## src/rtl/irq_hub_pkg.sv

```systemverilog
// Package: register word indices and bus width shared by the controller.
// Assumes the bus addresses 32-bit words by a 3-bit index.
package irq_hub_pkg;
    localparam int BUS_W = 32;
    localparam int IDX_W = 3;

    typedef enum logic [IDX_W-1:0] {
        IDX_STATUS  = 3'd0,
        IDX_PENDING = 3'd1,
        IDX_ENABLE  = 3'd2,
        IDX_ACK     = 3'd3,
        IDX_SETEN   = 3'd4,
        IDX_CLREN   = 3'd5,
        IDX_VECTOR  = 3'd6,
        IDX_MASTER  = 3'd7
    } reg_idx_e;
endpackage

```

## src/rtl/irq_hub_capture.sv

```systemverilog
// Module: turns each request line into a one-cycle set event.
// Edge lines fire on a 0-to-1 change seen against a registered copy.
// Level lines fire every cycle they are high. Inputs are assumed synchronous.
module irq_hub_capture #(
    parameter int          N_SRC     = 32,
    parameter logic [31:0] EDGE_MASK = 32'h0
) (
    input  logic             clk,
    input  logic             rst_n,
    input  logic [N_SRC-1:0] src_i,
    output logic [N_SRC-1:0] evt_o
);
    logic [N_SRC-1:0] src_q;

    // Keep last-cycle copy of the request lines for edge detection.
    always_ff @(posedge clk) begin
        if (!rst_n) src_q <= '0;
        else        src_q <= src_i;
    end

    for (genvar i = 0; i < N_SRC; i++) begin : g_line
        if (EDGE_MASK[i]) begin : g_edge
            // Rising transition only.
            assign evt_o[i] = src_i[i] & ~src_q[i];
        end else begin : g_level
            // Any cycle the line is held high.
            assign evt_o[i] = src_i[i];
        end
    end
endmodule

```

## src/rtl/irq_hub_vector.sv

```systemverilog
// Module: finds the lowest set bit of the pending word.
// Returns all ones when no bit is set. Purely combinational.
module irq_hub_vector #(
    parameter int N_SRC = 32
) (
    input  logic [N_SRC-1:0] pend_i,
    output logic [31:0]      vec_o
);
    // Scan from the top down so that the lowest set index is the one kept.
    always_comb begin
        vec_o = '1;
        for (int i = N_SRC - 1; i >= 0; i--) begin
            if (pend_i[i]) vec_o = 32'(i);
        end
    end
endmodule

```

## src/rtl/irq_hub.sv

```systemverilog
// Module: register-mapped interrupt controller top.
// Holds the status, enable and master registers, decodes bus writes,
// muxes read data and drives the combined interrupt output.
// Assumes single-cycle bus accesses and N_SRC <= 32.
module irq_hub
    import irq_hub_pkg::*;
#(
    parameter int          N_SRC     = 32,
    parameter logic [31:0] EDGE_MASK = 32'h0000_FFFF
) (
    input  logic             clk,
    input  logic             rst_n,
    input  logic [N_SRC-1:0] src_i,
    input  logic             bus_sel,
    input  logic             bus_we,
    input  logic [IDX_W-1:0] bus_idx,
    input  logic [BUS_W-1:0] bus_wdata,
    output logic [BUS_W-1:0] bus_rdata,
    output logic             irq_o
);
    logic [N_SRC-1:0] stat_q, en_q, pend_w, evt_w, wmask_w;
    logic [1:0]       mer_q;
    logic [31:0]      vec_w, stat_x, en_x, pend_x;
    logic             wr_w;

    assign wr_w    = bus_sel & bus_we;
    assign wmask_w = bus_wdata[N_SRC-1:0];

    irq_hub_capture #(.N_SRC(N_SRC), .EDGE_MASK(EDGE_MASK)) u_cap (
        .clk   (clk),
        .rst_n (rst_n),
        .src_i (src_i),
        .evt_o (evt_w)
    );

    // Latch new events, clear acknowledged bits; a new event beats the clear.
    always_ff @(posedge clk) begin
        if (!rst_n) begin
            stat_q <= '0;
        end else if (wr_w && bus_idx == IDX_ACK) begin
            stat_q <= (stat_q & ~wmask_w) | evt_w;
        end else begin
            stat_q <= stat_q | evt_w;
        end
    end

    // Update enable bits through the set and clear aliases.
    always_ff @(posedge clk) begin
        if (!rst_n) begin
            en_q <= '0;
        end else if (wr_w && bus_idx == IDX_SETEN) begin
            en_q <= en_q | wmask_w;
        end else if (wr_w && bus_idx == IDX_CLREN) begin
            en_q <= en_q & ~wmask_w;
        end
    end

    // Store the two master control bits.
    always_ff @(posedge clk) begin
        if (!rst_n)                           mer_q <= 2'b00;
        else if (wr_w && bus_idx == IDX_MASTER) mer_q <= bus_wdata[1:0];
    end

    assign pend_w = stat_q & en_q;

    irq_hub_vector #(.N_SRC(N_SRC)) u_vec (
        .pend_i (pend_w),
        .vec_o  (vec_w)
    );

    // Zero-extend the source-wide registers to bus width.
    always_comb begin
        stat_x = '0; en_x = '0; pend_x = '0;
        stat_x[N_SRC-1:0] = stat_q;
        en_x[N_SRC-1:0]   = en_q;
        pend_x[N_SRC-1:0] = pend_w;
    end

    // Select read data by word index; alias registers read as zero.
    always_comb begin
        unique case (reg_idx_e'(bus_idx))
            IDX_STATUS:  bus_rdata = stat_x;
            IDX_PENDING: bus_rdata = pend_x;
            IDX_ENABLE:  bus_rdata = en_x;
            IDX_VECTOR:  bus_rdata = vec_w;
            IDX_MASTER:  bus_rdata = {30'd0, mer_q};
            default:     bus_rdata = '0;
        endcase
    end

    assign irq_o = (|pend_w) & mer_q[0] & mer_q[1];
endmodule

```

## config.mk

```make
export PLATFORM = sky130hd
export DESIGN_NAME = irq_hub
export DESIGN_NICKNAME = d
export VERILOG_FILES = /design/src/rtl/irq_hub_pkg.sv /design/src/rtl/irq_hub_capture.sv /design/src/rtl/irq_hub_vector.sv /design/src/rtl/irq_hub.sv
export SDC_FILE = /design/constraint.sdc
export NUM_CORES = 1
export LEC_CHECK = 0
export CAP_MARGIN = 15
export CORE_ASPECT_RATIO = 0.8
export CORE_UTILIZATION = 48
export DETAILED_ROUTE_END_ITERATION = 6
export PLACE_DENSITY_LB_ADDON = 0.2
export SLEW_MARGIN = 20
export SYNTH_ARGS = -nofsm -noshare
export SYNTH_HDL_FRONTEND = slang
export SYNTH_SLANG_ARGS = --single-unit
```

## constraint.sdc

```tcl
create_clock -name clk -period 5.3 [get_ports clk]
set_input_delay 1.06 -clock clk [delete_from_list [all_inputs] [get_ports clk]]
set_output_delay 1.06 -clock clk [all_outputs]
set_load 0.02 [all_outputs]
```

==> results by stage <==
Logic synthesis:
- The async set-or-reset flop fraction in the synthesized netlist is 0.
- The post-synthesis adder-cell area fraction is 0.
- For this run, the number of Yosys warnings is 0.
- The compound-gate portion of the synthesized area is 0.357.
- The main combinational cell family by area after synthesis is compound AO/OA/AOI/OAI gates.
- Of the post-synthesis cell area, the dominant cell type holds 0.392.
- The most common flop cell mapped by yosys is dfxtp_1.
- Synthesis produced 543 cells.
- Yosys mapped a number of flops with a built-in enable equal to 0.
- The synthesized-area fraction occupied by xor and xnor cells is 0.
- The synthesized netlist net count is between 600 and 700.
- The total of flip-flops plus latches after synthesis is 82.
- The largest area contributor in the netlist is dfxtp_1.
- The count of distinct cell types in the synthesized netlist is 42.
- Of the total synthesized cell area, the portion taken by AND, OR, NAND and NOR gates is 0.182.
- After synthesis, the share of cell area in mux cells is 0.
- By area the synthesized netlist is led by dfxtp_1 39%, a21oi_1 8.7%, a311oi_1 6.7%.
- For this run, the register share of the synthesized area comes to 0.392.
- A synthesized cell averages a little under 8 sq um.
- The area of the mapped netlist is between 4000 and 5000 sq um.

Routing:
- The number of remaining DRC errors is 6.
- For this block, the routed nets add up to between 10 and 15 mm of wire.
- The count of nets left with antenna violations once routing finished came out at 0.
- The count of vias placed by the detailed router is ~4.5k.
- In this run, the number of DRC markers left after iteration 0 of detailed routing was approximately 420.
- Dividing the detail-routed wire length by the instance count gives about 16 microns.
- The length of the first detailed-routing pass in iterations is 7.
- The mean number of vias per cell is approximately 6.0.

Job:
- The number of max-cap violations is 0.

Outcome:
- The run finished, with violations left.
- The checks that failed: DRC.

Clock tree:
- TritonCTS built the clock tree.
- The number of hold buffers added after CTS is 0.
- The insertion delay of the later-clocked pin in the worst-skew pair is 0.36 ns.
- The number of setup buffers added after CTS is 0.
- The clock-pin slew on the worst setup and hold paths is 0.08 ns.
- Counting every sink on the clock net gives slightly above 80.
- The H-tree depth is 3.
- The count of cells resized by post-cts repair is 0.
- The longest clock path from root to sink contains 2 buffers.
- Counting the buffers created by CTS gives 9.
- The clock root buffer is clkbuf_8.

Setup path:
- The worst setup path is launched from a primary input.
- The critical path is of the in2out type.
- The signal on the critical path passes through clkdlybuf4s50_1 -> and2b_1 -> nand3_1 -> a21oi_1 -> nand3_1 -> a31oi_1 -> a211o_1 -> clkdlybuf4s50_1.
- The highest fanout seen on the critical path is 18.
- The worst path required time is 4.24 ns.
- The worst path arrival time is 3.76 ns.
- The critical path's slowest cell is clkdlybuf4s50_1.
- The kind of end point of the critical path is an output port.
- In this design, the stage delay of the slowest critical-path cell is around 0.84 ns.

GRT:
- For this run the aggregate overflow at the end of global routing stands at 0.
- Entering global routing, the biggest net connects 44 pins.
- The initial antenna violation count is 0.
- The via count of the first global-routing pass is ~4.2k.
- For this run, the total global-route usage over all layers was measured as 0.275.
- The first-pass GRT wire length is 20.0 mm.

Placed design:
- Routability-driven placement finished with a final weighted congestion of about 0.97.
- The placed standard-cell area is 5320 sq um.
- Detailed placement finished with a half-perimeter wire length of roughly 9 mm.
- The minimum setup slack after placement is ~0.56 ns.
- During placement, the flow inserted port buffers numbering slightly above 100.

Layout:
- The final design area excluding fillers is between 5000 and 6000 sq um.
- In the layout the commonest cells are 103 x clkdlybuf4s50_1, 82 x dfxtp_1, 73 x a21oi_1.
- The most frequent standard cell in the layout excluding fill and tap cells is clkdlybuf4s50_1.
- Of the cells placed in the final design, the portion with a size suffix greater than 1 is 0.0721.
- The number of nets in the final layout is around 700.
- The number of antenna diodes in the final layout is 0.
- From synthesis to final layout, the design area changed by 32.4%.

Timing:
- The actual transition at the worst max-transition pin is approximately 0.65 ns.
- The count of final hold-check violations is 0.
- The setup TNS is 0 ns.
- The final setup slack of the worst path is 0.477 ns.
- The number of pins with negative max-slew slack in the final report is 0.
- Setup repair after global routing left no endpoint under its margin.
- Between clock sinks in the finished design, the worst skew comes to roughly 0.0029 ns.
- The worst relative slew slack is 0.565.
- The count of endpoints failing setup in the final report is 0.
- The minimum clock period is 4.82 ns.
- Dividing the final minimum period by the clock period gives 0.910.
- For this run, the top clock speed supported by timing is 0.207 GHz.

Floorplanning:
- The height of the chip is roughly 86 microns.
- The total area inside the core boundary comes to roughly 8500 sq um.
- The floorplan has 30 rows.
- The full die area is around 9100 sq um.
- In this run the horizontal extent of the chip is 106 microns.
- The effective utilization at floorplan is 0.494.
- In this run the count of I/O pins placed on the die edge is about 100.

Power and ir drop:
- Of the total power, the share spent switching nets is 0.273.
- Cell internal power was estimated by the tool at 1.07 mW.
- The highest ir drop seen on vdd is between 0.1 and 0.15 mV.
- The combinational power share is 0.181.
- The clock network fraction of total power is 0.355.
- In this run the power spent charging and discharging nets is about 0.40 mW.
- The power consumption is 1.46 mW.
- For this design the static power due to leakage is around 1.9 nW.
- The share of total power dissipated in sequential elements is 0.464.
- The total power divided by cell area is around 260 nW/um^2.

Min path:
- The min-delay analysis places its worst path in the category reg2reg.
==> path summary, 6_finish.rpt <==
path	startpoint	endpoint	slack, ns	depth (start not counted)
max	bus_idx[1]	bus_rdata[1]	0.48	8
min	mer_q[1]	mer_q[1]	0.50	2
max reg2reg	flop	flop	4.45	2
min reg2reg	mer_q[1]	mer_q[1]	0.50	2
==> critical path: cells and delay by family <==
| kind | cells | cell delay, ns |
|---|---|---|
| and+or+nand+nor | 3 | 0.60 |
| AOI/OAI and AO/OA | 3 | 0.65 |
| buffers and inverters | 2 | 1.44 |
==> cell families (layout without fill, tap and decap cells) <==
| kind of cell | after synthesis | after routing |
|---|---|---|
| buffers and inverters | 72 | 167 |
| DFF | 82 | 82 |
| and+or+nand+nor | 155 | 155 |
| AOI/OAI and AO/OA | 234 | 234 |
==> per-stage QoR <==
stage                      util  std cells  hold slack, ns
after floorplan               -        543           0.454
after CTS                 0.654        750           0.493
after detailed placement  0.627        735           0.481
after global placement    0.627        735           0.465
after global routing      0.654        750           0.530
final                     0.654        750           0.495
==> routing by layer <==
metal  vias to the layer above  part of all wire  track usage
met5                         -                 0            0
met4                         0             0.012       0.0797
met3                        14             0.090       0.0616
met2                       242              0.43        0.426
met1                      2058              0.47        0.384
li1                       2157                 -            -
==> synthesized netlist by cell type, types with 2 or more instances <==
master	number
a211o_1	2
a21boi_0	2
a21oi_1	73
a222oi_1	2
a22o_1	5
a22oi_1	35
a311oi_1	32
a31oi_1	2
a32o_1	2
a32oi_1	3
and2_1	17
and3b_1	2
buf_2	5
buf_6	2
clkbuf_1	31
dfxtp_1	82
inv_1	34
nand2_1	62
nand3_1	7
nor2_1	37
nor2b_1	18
nor3_1	2
o21ai_0	54
o21ai_1	7
o21ai_2	7
o22ai_1	2
==> cell type report <==
| class | count | area [sq um] |
|---|---|---|
| Timing Repair Buffer | 118 | 1140 |
| Sequential cell | 82 | 1640 |
| Tap cell | 112 | 140 |
| Clock buffer | 11 | 151 |
| Inverter | 34 | 128 |
| Clock inverter | 4 | 75.1 |
| Multi-Input combinational cell | 389 | 2270 |
| Fill cell | 749 | 2940 |
==> power by group through the flow <==
| stage | Sequential (mW) | Combinational, mW | Clock, mW |
|---|---|---|---|
| finish | 0.680 | 0.265 | 0.520 |
| floorplan | 0.682 | 0.138 | 0 |
| detailed placement | 0.692 | 0.262 | 0 |
| CTS | 0.678 | 0.264 | 0.526 |
| global route | 0.684 | 0.286 | 0.558 |
| global placement | 0.691 | 0.256 | 0 |
(Power assumes the default switching activity.)
